==> src/rtl/adcSeqPkg.sv <==
package adcSeqPkg;

  typedef enum logic [1:0] {
    SEQ_IDLE    = 2'd0,
    SEQ_RUN     = 2'd1,
    SEQ_SETTLE  = 2'd2,
    SEQ_STOPPED = 2'd3
  } seqState_t;

  typedef struct packed {
    logic startConv;
    logic latchResult;
    logic clearFlag;
  } seqStrobes_t;

endpackage

==> src/rtl/adcSeqCtrl.sv <==
module adcSeqCtrl
  import adcSeqPkg::*;
#(
  parameter int NUM_CH = 13,
  parameter int CH_W   = 5
) (
  input  logic            clk,
  input  logic            rstN,
  input  logic            ctrlWrEn,
  input  logic [CH_W-1:0] wrChan,
  input  logic            dataRdEn,
  input  logic [CH_W-1:0] curChan,
  input  logic            curCont,
  input  logic            stopReq,
  input  logic            convDone,
  output seqStrobes_t     strobes,
  output logic            convHalt
);

  localparam logic [CH_W-1:0] CH_LIMIT = CH_W'(NUM_CH);

  seqState_t state, nextState;
  logic      resume, nextResume;
  logic      wrOk, curOk;

  assign wrOk  = wrChan < CH_LIMIT;
  assign curOk = curChan < CH_LIMIT;

  always_comb begin
    nextState           = state;
    nextResume          = resume;
    strobes.startConv   = 1'b0;
    strobes.latchResult = 1'b0;
    strobes.clearFlag   = ctrlWrEn | dataRdEn;
    if (stopReq) begin
      nextState = SEQ_STOPPED;
      if (state == SEQ_RUN || state == SEQ_SETTLE) nextResume = 1'b1;
      if (ctrlWrEn) nextResume = wrOk;
    end else if (ctrlWrEn) begin
      nextResume        = 1'b0;
      strobes.startConv = wrOk;
      nextState         = wrOk ? SEQ_RUN : SEQ_IDLE;
    end else if (state == SEQ_STOPPED) begin
      nextResume = 1'b0;
      if (resume && curOk) begin
        strobes.startConv = 1'b1;
        nextState         = SEQ_SETTLE;
      end else begin
        nextState = SEQ_IDLE;
      end
    end else if (convDone && state == SEQ_RUN) begin
      strobes.latchResult = 1'b1;
      if (curCont && curOk) strobes.startConv = 1'b1;
      else nextState = SEQ_IDLE;
    end else if (convDone && state == SEQ_SETTLE) begin
      strobes.startConv = 1'b1;
      nextState         = SEQ_RUN;
    end
  end

  always_ff @(posedge clk) begin
    if (!rstN) begin
      state  <= SEQ_IDLE;
      resume <= 1'b0;
    end else begin
      state  <= nextState;
      resume <= nextResume;
    end
  end

  assign convHalt = stopReq || state == SEQ_IDLE || state == SEQ_STOPPED;

  assert_stop_no_start_R10: assert property (@(posedge clk) disable iff (!rstN)
    stopReq |-> !strobes.startConv);
  assert_stop_no_latch_R10: assert property (@(posedge clk) disable iff (!rstN)
    stopReq |-> !strobes.latchResult);
  assert_reserved_no_start_R3: assert property (@(posedge clk) disable iff (!rstN)
    (ctrlWrEn && wrChan >= CH_LIMIT) |-> !strobes.startConv);
  assert_settle_discard_R11: assert property (@(posedge clk) disable iff (!rstN)
    (state == SEQ_SETTLE && convDone && !stopReq && !ctrlWrEn) |-> !strobes.latchResult);

endmodule

==> src/rtl/adcSeqDatapath.sv <==
module adcSeqDatapath
  import adcSeqPkg::*;
#(
  parameter int DATA_W = 8,
  parameter int CH_W   = 5,
  parameter int SEL_W  = 4
) (
  input  logic              clk,
  input  logic              rstN,
  input  seqStrobes_t       strobes,
  input  logic              ctrlWrEn,
  input  logic [7:0]        ctrlWrData,
  input  logic [DATA_W-1:0] convResult,
  output logic [7:0]        ctrlRdData,
  output logic [DATA_W-1:0] dataRdData,
  output logic              irqReq,
  output logic [CH_W-1:0]   curChan,
  output logic              curCont,
  output logic [SEL_W-1:0]  convChan
);

  logic              intEn, doneFlag;
  logic [DATA_W-1:0] dataReg;

  always_ff @(posedge clk) begin
    if (!rstN) begin
      intEn   <= 1'b0;
      curCont <= 1'b0;
      curChan <= '1;
    end else if (ctrlWrEn) begin
      intEn   <= ctrlWrData[6];
      curCont <= ctrlWrData[5];
      curChan <= ctrlWrData[CH_W-1:0];
    end
  end

  always_ff @(posedge clk) begin
    if (!rstN) begin
      dataReg  <= '0;
      doneFlag <= 1'b0;
    end else if (strobes.latchResult) begin
      dataReg  <= convResult;
      doneFlag <= 1'b1;
    end else if (strobes.clearFlag) begin
      doneFlag <= 1'b0;
    end
  end

  assign ctrlRdData = {doneFlag & ~intEn, intEn, curCont, curChan};
  assign dataRdData = dataReg;
  assign irqReq     = doneFlag & intEn;
  assign convChan   = ctrlWrEn ? ctrlWrData[SEL_W-1:0] : curChan[SEL_W-1:0];

  assert_flag_masked_R5: assert property (@(posedge clk) disable iff (!rstN)
    ctrlRdData[6] |-> !ctrlRdData[7]);
  assert_latch_value_R4: assert property (@(posedge clk) disable iff (!rstN)
    strobes.latchResult |=> dataRdData == $past(convResult));
  assert_clear_R6: assert property (@(posedge clk) disable iff (!rstN)
    (strobes.clearFlag && !strobes.latchResult) |=> (!irqReq && !ctrlRdData[7]));
  assert_set_wins_R7: assert property (@(posedge clk) disable iff (!rstN)
    strobes.latchResult |=> (irqReq || ctrlRdData[7]));
  assert_flag_readonly_R2: assert property (@(posedge clk) disable iff (!rstN)
    (ctrlWrEn && ctrlWrData[7]) |=> !ctrlRdData[7]);

endmodule

==> src/rtl/adcSeqTop.sv <==
module adcSeqTop
  import adcSeqPkg::*;
#(
  parameter int NUM_CH = 13,
  parameter int DATA_W = 8
) (
  input  logic              clk,
  input  logic              rstN,
  input  logic              ctrlWrEn,
  input  logic [7:0]        ctrlWrData,
  output logic [7:0]        ctrlRdData,
  input  logic              dataRdEn,
  output logic [DATA_W-1:0] dataRdData,
  output logic              irqReq,
  input  logic              stopReq,
  output logic              convStart,
  output logic              convHalt,
  output logic [3:0]        convChan,
  input  logic              convDone,
  input  logic [DATA_W-1:0] convResult
);

  localparam int CH_W  = 5;
  localparam int SEL_W = 4;

  seqStrobes_t     strobes;
  logic [CH_W-1:0] curChan;
  logic            curCont;

  adcSeqCtrl #(.NUM_CH(NUM_CH), .CH_W(CH_W)) i_ctrl (
    .clk(clk), .rstN(rstN), .ctrlWrEn(ctrlWrEn), .wrChan(ctrlWrData[CH_W-1:0]),
    .dataRdEn(dataRdEn), .curChan(curChan), .curCont(curCont), .stopReq(stopReq),
    .convDone(convDone), .strobes(strobes), .convHalt(convHalt)
  );

  adcSeqDatapath #(.DATA_W(DATA_W), .CH_W(CH_W), .SEL_W(SEL_W)) i_dp (
    .clk(clk), .rstN(rstN), .strobes(strobes), .ctrlWrEn(ctrlWrEn),
    .ctrlWrData(ctrlWrData), .convResult(convResult), .ctrlRdData(ctrlRdData),
    .dataRdData(dataRdData), .irqReq(irqReq), .curChan(curChan),
    .curCont(curCont), .convChan(convChan)
  );

  assign convStart = strobes.startConv;

endmodule

==> config.mk <==
export PLATFORM = sky130hd
export DESIGN_NAME = adcSeqTop
export DESIGN_NICKNAME = d
export VERILOG_FILES = /design/src/rtl/adcSeqPkg.sv /design/src/rtl/adcSeqCtrl.sv /design/src/rtl/adcSeqDatapath.sv /design/src/rtl/adcSeqTop.sv
export SDC_FILE = /design/constraint.sdc
export NUM_CORES = 1
export LEC_CHECK = 0
export BUFFER_PORTS_ARGS = -buffer_cell sky130_fd_sc_hd__buf_2
export CAP_MARGIN = 20
export CELL_PAD_IN_SITES_DETAIL_PLACEMENT = 1
export CELL_PAD_IN_SITES_GLOBAL_PLACEMENT = 2
export CORE_MARGIN = 2
export CORE_UTILIZATION = 26
export CTS_CLUSTER_DIAMETER = 80
export CTS_CLUSTER_SIZE = 40
export DETAILED_ROUTE_END_ITERATION = 10
export GPL_ROUTABILITY_DRIVEN = 0
export PLACE_DENSITY_LB_ADDON = 0.1
export SYNTH_ARGS = -nofsm -noshare
export SYNTH_HDL_FRONTEND = slang
export SYNTH_HIERARCHICAL = 1
export SYNTH_SLANG_ARGS = --single-unit
==> constraint.sdc <==
create_clock -name clk -period 2.1 [get_ports clk]
set_input_delay 0.525 -clock clk [delete_from_list [all_inputs] [get_ports clk]]
set_output_delay 0.525 -clock clk [all_outputs]
set_load 0.01 [all_outputs]
# After elaboration in Yosys (flattened, before gate mapping)
# Cells that the tools add are included.
word_totals:
  ff_bits: 19
  latchBits: 0
  ram_bits: 0
  rom_bits: 0
  input_bits: 22
  output_inout_bits: 23
  elab_cells: 57
  mem_count: 0
classes:
  add_sub_neg: 0
  mul: 0
  div: 0
  order_cmp: 2
  n_eq_ne: 5
  n_shift: 0
  n_mux: 26
  n_bitwise: 4
  reduce_logical: 13
ops:
  columns: ["cell", "count"]
  rows:
  - ["$mux 1", 17]
  - ["$mux 2", 8]
  - ["$lt 5x4->1 const B", 2]
  - ["$ne 5x4->1 const B", 1]
  - ["$reduce_bool 5->1", 1]
  - ["$eq 2x2->1 const B", 2]
  - ["$logic_and 1x1->1", 4]
  - ["$mux 4", 1]
  - ["$reduce_and 2->1", 2]
  - ["$logic_or 1x1->1", 3]
  - ["$ne 3x2->1 const B", 1]
  - ["$reduce_bool 3->1", 1]
  - ["$and 1x1->1", 2]
  - ["$eq 2x1->1 const B", 1]
  - ["$logic_not 2->1", 1]
  - ["$reduce_bool 2->1", 1]
  - ["$not 1->1", 1]
  - ["$or 1x1->1", 1]

# Logic depth before layout (Yosys ltp)
# Gate-level depths: netlist of run 1.
logic_depth:
  depth_word: 8
  ltp_mapped: 7
  mapped_depth_nobuf: 6

# Hierarchy
# The synthesis of run 1 kept the hierarchy.
modules_own_cells:
  columns: ["module", "instances", "cells_each", "area_per_inst_um2", "seq_area_each_um2"]
  rows:
  - ["adcSeqDatapath", 1, 61, 659.4, 320.3]
  - ["adcSeqCtrl", 1, 41, 337.8, 60.1]

# Worst setup path after synthesis of run 1
# Ideal clock, no wire load.
synth_path:
  path_type: "input port to output port"
  start: "input port ctrlWrEn"
  end: "output port convStart"
  arrival_ns: 1.200
  t_required_ns: 1.575
  path_slack_ns: 0.375
  stages: 4
  path_buffers: 1
  path_cell_list: "clkbuf_2 -> nor2_1 -> a221oi_1 -> o21a_1"
synth_via:
  elab_chain_cells: 2
synth_lines:
  columns: ["item", "line_no", "text"]
  rows:
  - ["from (decl)", "adcSeqTop.sv:9", "input logic ctrlWrEn,"]
  - ["$mux 1", "adcSeqCtrl.sv:39", "end else if (ctrlWrEn) begin"]
  - ["$mux 2", "adcSeqCtrl.sv:35", "if (stopReq) begin"]
  - ["to (decl)", "adcSeqTop.sv:16", "output logic convStart,"]
# Every way passes these cells.

# Worst setup path in the final report of run 1
layout_path:
  start: "register i_ctrl.state[1]"
  end: "output port convStart"
layout_via:
  elab_chain_cells: 7
  word_cells_on_any_way: 10
  classes_between: "eq/ne (3); mux (5); reduce/logical (2)"
layout_lines:
  columns: ["item", "line_no", "text"]
  rows:
  - ["from (decl)", "adcSeqCtrl.sv:22", "seqState_t state, nextState;"]
  - ["from (signal assigned)", "adcSeqCtrl.sv:66", "state <= nextState;"]
  - ["$eq 2x2->1", "adcSeqCtrl.sv:55", "end else if (convDone && state == SEQ_SETTLE) begin"]
  - ["$logic_and 1x1->1", "adcSeqCtrl.sv:55", null]
  - ["$mux 1", "adcSeqCtrl.sv:55", null]
  - ["$mux 1", "adcSeqCtrl.sv:51", "end else if (convDone && state == SEQ_RUN) begin"]
  - ["$mux 1 (*)", "adcSeqCtrl.sv:43", "end else if (state == SEQ_STOPPED) begin"]
  - ["$mux 1 (*)", "adcSeqCtrl.sv:39", null]
  - ["$mux 2 (*)", "adcSeqCtrl.sv:35", null]
# Every way passes the cells marked *; elsewhere a longest branch is shown, timed or not.

==> results.md, run 1 <==
* Status: completed
* Sw Pwr at 0.000200 W
* Sequential Area at 387 sq um
* Hold Path Class: reg2reg
* Mapped cell area at 997 sq um
* Number of H-tree levels at 1
* Starting Density at 27.2%
* WHS at 0.493 ns
* Commonest non-fill, non-tap cell in the layout: buf_2
* Post-synth EDFFs at 0
* Routed Antenna Nets at 0
* Number of fill cells in the layout at 446
* Final setup viols at 0
* Rel. slew slack at 69.9%
* Worst Tran Pin Value at 0.451 ns
* Most frequent cells in the layout: buf_2, dfxtp_1, nor2_1
* Setup WS post-layout at 0.0708 ns
* Clock share of power at 32.0%
* Sequential power share at 49.9%
* Ports placed on the boundary at 45
* Synth cell types at 34
* Worst path arrival time at 1.50 ns
* Root Buffer: clkbuf_8
* Clock latency on the worst-skew pair at 0.25 ns
* Pin count of the biggest net entering global routing at 15
* Final Skew at 0.00263 ns
* Slew Viols, Final at 0
* Reg2Reg Setup Slack at 0.50 ns
* Peak supply drop at 0.239 mV
* Minimum clock period at 2.03 ns
* Die area at 4350 sq um
* HPWL after detailed placement at 1960 um
* Initial antenna violation count at 0
* DR WL/cell at 13.2 um
* DR pass1 iterations at 3
* GRT Resource Usage Total at 12.1%
* Maxcap violations at 0
* WL final at 2510 um
* # diodes at 0
* Vias in the first global route at 890
* Final Cell Area at 1290 sq um
* Int Power at 0.000581 W
* Share of layout cells above drive strength 1 at 45.8%
* Post-Syn Nets at 128
* Fin. Hold Viols at 0
* CTS tree: yes
* Port-buffer cells at 43
* Setup crit start kind: flop
* Ys flop type: dfxtp_1
* Vias at 860
* DIE HEIGHT at 65.9 um
* Logic pwr share at 18.2%
* Clock slew at reported path FFs at 0.07 ns
* Post-DP Area at 1210 sq um
* CTS Buffer Depth at 2
* Area added between synthesis and finish at 29.5%
* Nets@finish at 169
* Clk sinks at 19
* Multi-input logic area at 536 sq um
* Yosys warnings at 6
* Period utilization at 96.6%
* Synth async-reset ratio at 0%
* GRT Residual Overflow at 0
* Max FO, Critical Path at 5
* 1st-iter DRT viols at 27
* Leakage Power at 0.583 nW
* Required time worst endpoint at 1.57 ns
* TNS Setup at 0 ns
* Hold buffers post-CTS at 0
* Mean Syn Cell Area at 9.78 sq um
* Global-route wire length before repair at 4060 um
* RSZ-0062 raised after global routing: true
* Setup CP Type: reg2out
* Seq cells post-synth at 19
* Vias per Instance at 4.53
* Core Region at 3660 sq um
* Synthesized instance count at 102
* Pre-CTS setup slack at 0.0890 ns
* Max Fclk at 493 MHz
* CP endpoint kind: output pin
* FP Rows at 22
* Drt drc at 0
* Sw Ratio at 25.6%
* PwrDens at 604 nW/um^2
* Chip Width at 65.9 um
* Total CTS buffers at 3
* Sequential area share after synthesis at 38.1%
[power groups by stage]
stage | Combinational, W | Clock [W] | Sequential, W
after global routing | 0.000158 | 0.000283 | 0.000392
after global placement | 0.000137 | 0 | 0.000395
after detailed placement | 0.000139 | 0 | 0.000396
after floorplan | 0.0000897 | 0 | 0.000396
after CTS | 0.000141 | 0.000263 | 0.000388
final | 0.000142 | 0.000249 | 0.000389
[metrics by stage]
step	power [W]	utilization [%]	cells
2_1_floorplan	0.000486	-	102
3_3_place_gp	0.000532	33.2	185
3_5_place_dp	0.000535	33.2	185
4_1_cts	0.000792	34.6	189
5_1_grt	0.000832	35.3	190
6_report	0.000781	35.3	190
[sequential cells by signal (all words and copies together), names as in the netlist]
name             cells
i_ctrl/state         2
i_ctrl/resume        1
i_dp/curCont         1
i_dp/doneFlag        1
i_dp/intEn           1
i_dp/curChan         5
i_dp/dataRdData      8
[cell usage after synthesis (2+ instances only)]
master	n	area (sq um)
nor2b_1	3	18.8
buf_4	7	52.6
buf_6	2	22.5
nand2_1	2	7.51
inv_1	3	11.3
o21ai_0	3	15.0
mux2_4	4	60.1
dfxtp_1	19	380
nand2b_1	2	12.5
nor2_1	12	45.0
ha_1	4	50.1
o21a_1	3	22.5
or2_1	4	25.0
o211ai_1	2	15.0
mux2i_1	11	110
a31oi_1	2	12.5
and2_1	2	12.5
[worst paths after layout]
check	from	to	depth (start not counted)
hold reg to reg	i_dp/dataRdData[0]	i_dp/dataRdData[0]	2
setup / recovery	i_ctrl/state[1]	convStart	5
setup reg to reg	i_ctrl/state[0]	i_dp/dataRdData[4]	6
hold / removal	i_dp/dataRdData[0]	i_dp/dataRdData[0]	2
[layout make-up]
| type | count | area share, % |
|---|---|---|
| multi-input combinational | 68 | 41.5 |
| sequential | 19 | 29.9 |
| inverter | 3 | 0.872 |
| tap | 48 | 4.65 |
| clock buffer | 4 | 3.49 |
| timing repair buffer | 48 | 19.6 |
[worst max-delay path, cell delays in order, from the launching register on]
cell and delay (ns):
dfxtp_2 0.39, ha_2 0.24, nor2_1 0.09, a221oi_1 0.26, o21a_1 0.15, buf_2 0.12
[routing by layer]
| metal | part of all wire, % | global-route usage, % |
|---|---|---|
| met5 | 0 | 0 |
| met4 | 0.80 | 4.59 |
| met3 | 5.2 | 2.90 |
| met2 | 50 | 20.7 |
| met1 | 44 | 14.6 |
[repair_timing]
item	CTS	global route
cloned	0	0
endpoints found under the hold margin	0	0
gates resized for setup	4	7
pin swaps	1	3
setup endpoints to repair	1	1
setup buffers	0	1
[kinds of logic (layout without fill, tap and decap cells)]
kind of cell / Yosys count / after routing / synth area share [%]
and+or+nand+nor: 32 / 32 / 18.2
DFF: 19 / 19 / 38.1
AOI/OAI and AO/OA: 17 / 17 / 11.5
muxes: 15 / 15 / 17.1
buffers and inverters: 15 / 55 / 10.0
adders and majority gates: 4 / 4 / 5.02
No activity file was read; power rests on OpenSTA's default activity.
==> inputs of run 2 (changes only) <==
--- a/config.mk
+++ b/config.mk
@@ -10,13 +10,13 @@
 export CELL_PAD_IN_SITES_DETAIL_PLACEMENT = 1
 export CELL_PAD_IN_SITES_GLOBAL_PLACEMENT = 2
 export CORE_MARGIN = 2
-export CORE_UTILIZATION = 26
+export CORE_UTILIZATION = 25
 export CTS_CLUSTER_DIAMETER = 80
 export CTS_CLUSTER_SIZE = 40
 export DETAILED_ROUTE_END_ITERATION = 10
 export GPL_ROUTABILITY_DRIVEN = 0
+export MAX_ROUTING_LAYER = met4
 export PLACE_DENSITY_LB_ADDON = 0.1
 export SYNTH_ARGS = -nofsm -noshare
 export SYNTH_HDL_FRONTEND = slang
-export SYNTH_HIERARCHICAL = 1
 export SYNTH_SLANG_ARGS = --single-unit
==> results.md, run 2 <==
* Post-synth top area share at 40.8%
* Max reg flops at 8
* Global-route wire length before repair at 4190 um
* Sequential area share after synthesis at 40.8%
* GRT Residual Overflow at 0
* Peak supply drop at 0.239 mV
* Crit path buf inv count at 1
* Minimum clock period at 2.14 ns
* Int Power at 0.000580 W
* Layout Cells excl Fill at 192
* Post-Syn Nets at 125
* CTS Buffer Depth at 2
* Logic pwr share at 18.5%
* Maxcap violations at 0
* Drt drc at 0
* Hold Path Class: reg2reg
* Area added between synthesis and finish at 40.1%
* Share of layout cells above drive strength 1 at 50.0%
* Worst r2r src: i_ctrl.state[0]
* Seq cells post-synth at 19
* CP endpoint kind: output pin
* Max Fclk at 467 MHz
* Status: finished, violations left
* Setup CP Type: reg2out
* Critical path's largest stage delay at 0.33 ns
* Final setup viols at 1
* Most frequent cells in the layout: buf_2, dfxtp_1, nor2_1
* Critical Path Start: i_dp.curChan[1]
* Clk sinks at 19
* Setup WS post-layout at -0.0402 ns
* Total CTS buffers at 3
* Pin count of the biggest net entering global routing at 17
* Slew Viols, Final at 0
* Number of fill cells in the layout at 438
* Mapped cell area at 933 sq um
* Total Power at 0.000797 W
* Max FO, Critical Path at 4
* # diodes at 0
* Multi-input logic area at 546 sq um
* Sequential power share at 49.3%
* Ports placed on the boundary at 45
* DIE HEIGHT at 65.1 um
* CP max-delay cell: dfxtp_2
* Yosys warnings at 0
* Worst Tran Pin Value at 0.520 ns
* Clock share of power at 32.2%
* Starting Density at 25.7%
* Vias at 857
* Period utilization at 102%
* Failing checks: negative setup slack
* Number of H-tree levels at 1
* Clock latency on the worst-skew pair at 0.26 ns
* Leakage Power at 0.568 nW
* Sw Pwr at 0.000217 W
* HP Start: i_dp.dataRdData[2]
* Core Region at 3630 sq um
* Worst path arrival time at 1.62 ns
* Vias per Instance at 4.46
* Sw Ratio at 27.2%
* Post-synth top area cell: dfxtp_1
* DR WL/cell at 13.0 um
* Port-buffer cells at 43
* WHS at 0.492 ns
* Crit path max-delay family: compound AO/OA/AOI/OAI gates
* Sequential Area at 389 sq um
* RSZ-0062 raised after global routing: true
* Top cells by area, synth: dfxtp_1, mux2i_1, nor2_1, ha_1, mux2_2
* Ys flop type: dfxtp_1
* HPWL after detailed placement at 1820 um
* Most common cell in the netlist: dfxtp_1
* Mean Syn Cell Area at 9.43 sq um
* Synthesized instance count at 99
* Fin. Hold Viols at 0
* Clock slew at reported path FFs at 0.07 ns
* Synth async-reset ratio at 0%
* Commonest cells post-synth: dfxtp_1, nor2_1, mux2i_1
* Vias in the first global route at 927
* Die area at 4240 sq um
* Chip Width at 65.1 um
* Synth cell types at 31
* 1st-iter DRT viols at 31
* Commonest non-fill, non-tap cell in the layout: buf_2
* Nets@finish at 171
* FP Rows at 22
* GRT Resource Usage Total at 13.1%
* DR pass1 iterations at 3
* Routed Antenna Nets at 0
* CTS tree: yes
* Setup crit start kind: flop
* Initial antenna violation count at 0
* Post-synth EDFFs at 0
* Required time worst endpoint at 1.57 ns
* Placed cells at 187
* Final Skew at 0.000460 ns
* Rel. slew slack at 65.3%
* Hold buffers post-CTS at 0
* Root Buffer: clkbuf_8
* WL final at 2490 um
* CP cell instances: o211a_4 > o32ai_4 > a311oi_2 > a211oi_2 > buf_2
* PwrDens at 610 nW/um^2
[run 2: cell types whose count changed after synthesis, moves of 3 or more]
cell | before | now
nand2_1 | 2 | 5
or2_2 | 1 | 4
mux2_4 | 4 | 0
o21ai_0 | 3 | 6
buf_4 | 7 | 2
or2_1 | 4 | 0
mux2_2 | 0 | 4
[run 2: path summary, 6_finish.rpt]
kind	to	slack, ns	cells past startpoint
min	i_dp.dataRdData[2]	0.49	2
max	convStart	-0.04	5
max reg2reg	i_dp.dataRdData[4]	0.64	6
min reg2reg	i_dp.dataRdData[2]	0.49	2
[run 2: area by class of cell]
type | instances | area share (%)
Timing Repair Buffer | 47 | 18.8
Clock inverter | 1 | 0.383
Multi-Input combinational cell | 69 | 41.7
Tap cell | 48 | 4.59
Clock buffer | 3 | 3.16
Inverter | 5 | 1.63
Sequential cell | 19 | 29.8
[run 2: repair_timing]
action | CTS | global route
resized for setup | 6 | 11
gates cloned | 0 | 0
setup buffers | 1 | 0
pin swaps | 4 | 3
setup endpoints to repair | 1 | 1
[run 2: logic make-up (layout without fill, tap and decap cells)]
family          after synthesis  after routing  synth area share (%)
compound gates               16             16                  12.3
simple gates                 34             34                  18.0
flops                        19             19                  40.8
fa+ha+maj                     4              4                  5.36
mux                          15             15                  16.6
buf+inv                      11             56                  6.97
[run 2: worst reg2reg max path, stage by stage (launching register included)]
cell and delay (ns):
dfxtp_4 0.37, ha_4 0.18, nor3_2 0.16, and3_1 0.17, buf_4 0.19, mux2i_1 0.21
nor2_1 0.05
[run 2: metrics by stage]
stage | area [sq um] | TNS (ns) | setup slack, ns | util (%)
3_3_place_gp | 1180 | 0 | 0.200 | 32.6
4_1_cts | 1260 | 0 | 0.00324 | 34.6
3_5_place_dp | 1180 | 0 | 0.174 | 32.6
5_1_grt | 1310 | -0.138 | -0.138 | 36.0
2_1_floorplan | 933 | 0 | 0.233 | -
6_report | 1310 | -0.0402 | -0.0402 | 36.0
[run 2: layer usage]
metal,vias to the layer above,GRT usage [%],part of all wire [%]
met3,2,3.77,7.0
met2,32,21.4,47
met4,0,4.69,0.84
met1,395,15.4,45
met5,-,-,0
li1,428,-,-
[run 2: power by group through the flow]
stage	registers (W)	logic [W]	clock network (W)
after floorplan	0.000397	0.0000764	0
after global placement	0.000396	0.000132	0
after detailed placement	0.000396	0.000134	0
after CTS	0.000390	0.000140	0.000273
after global routing	0.000396	0.000164	0.000292
final	0.000393	0.000148	0.000257
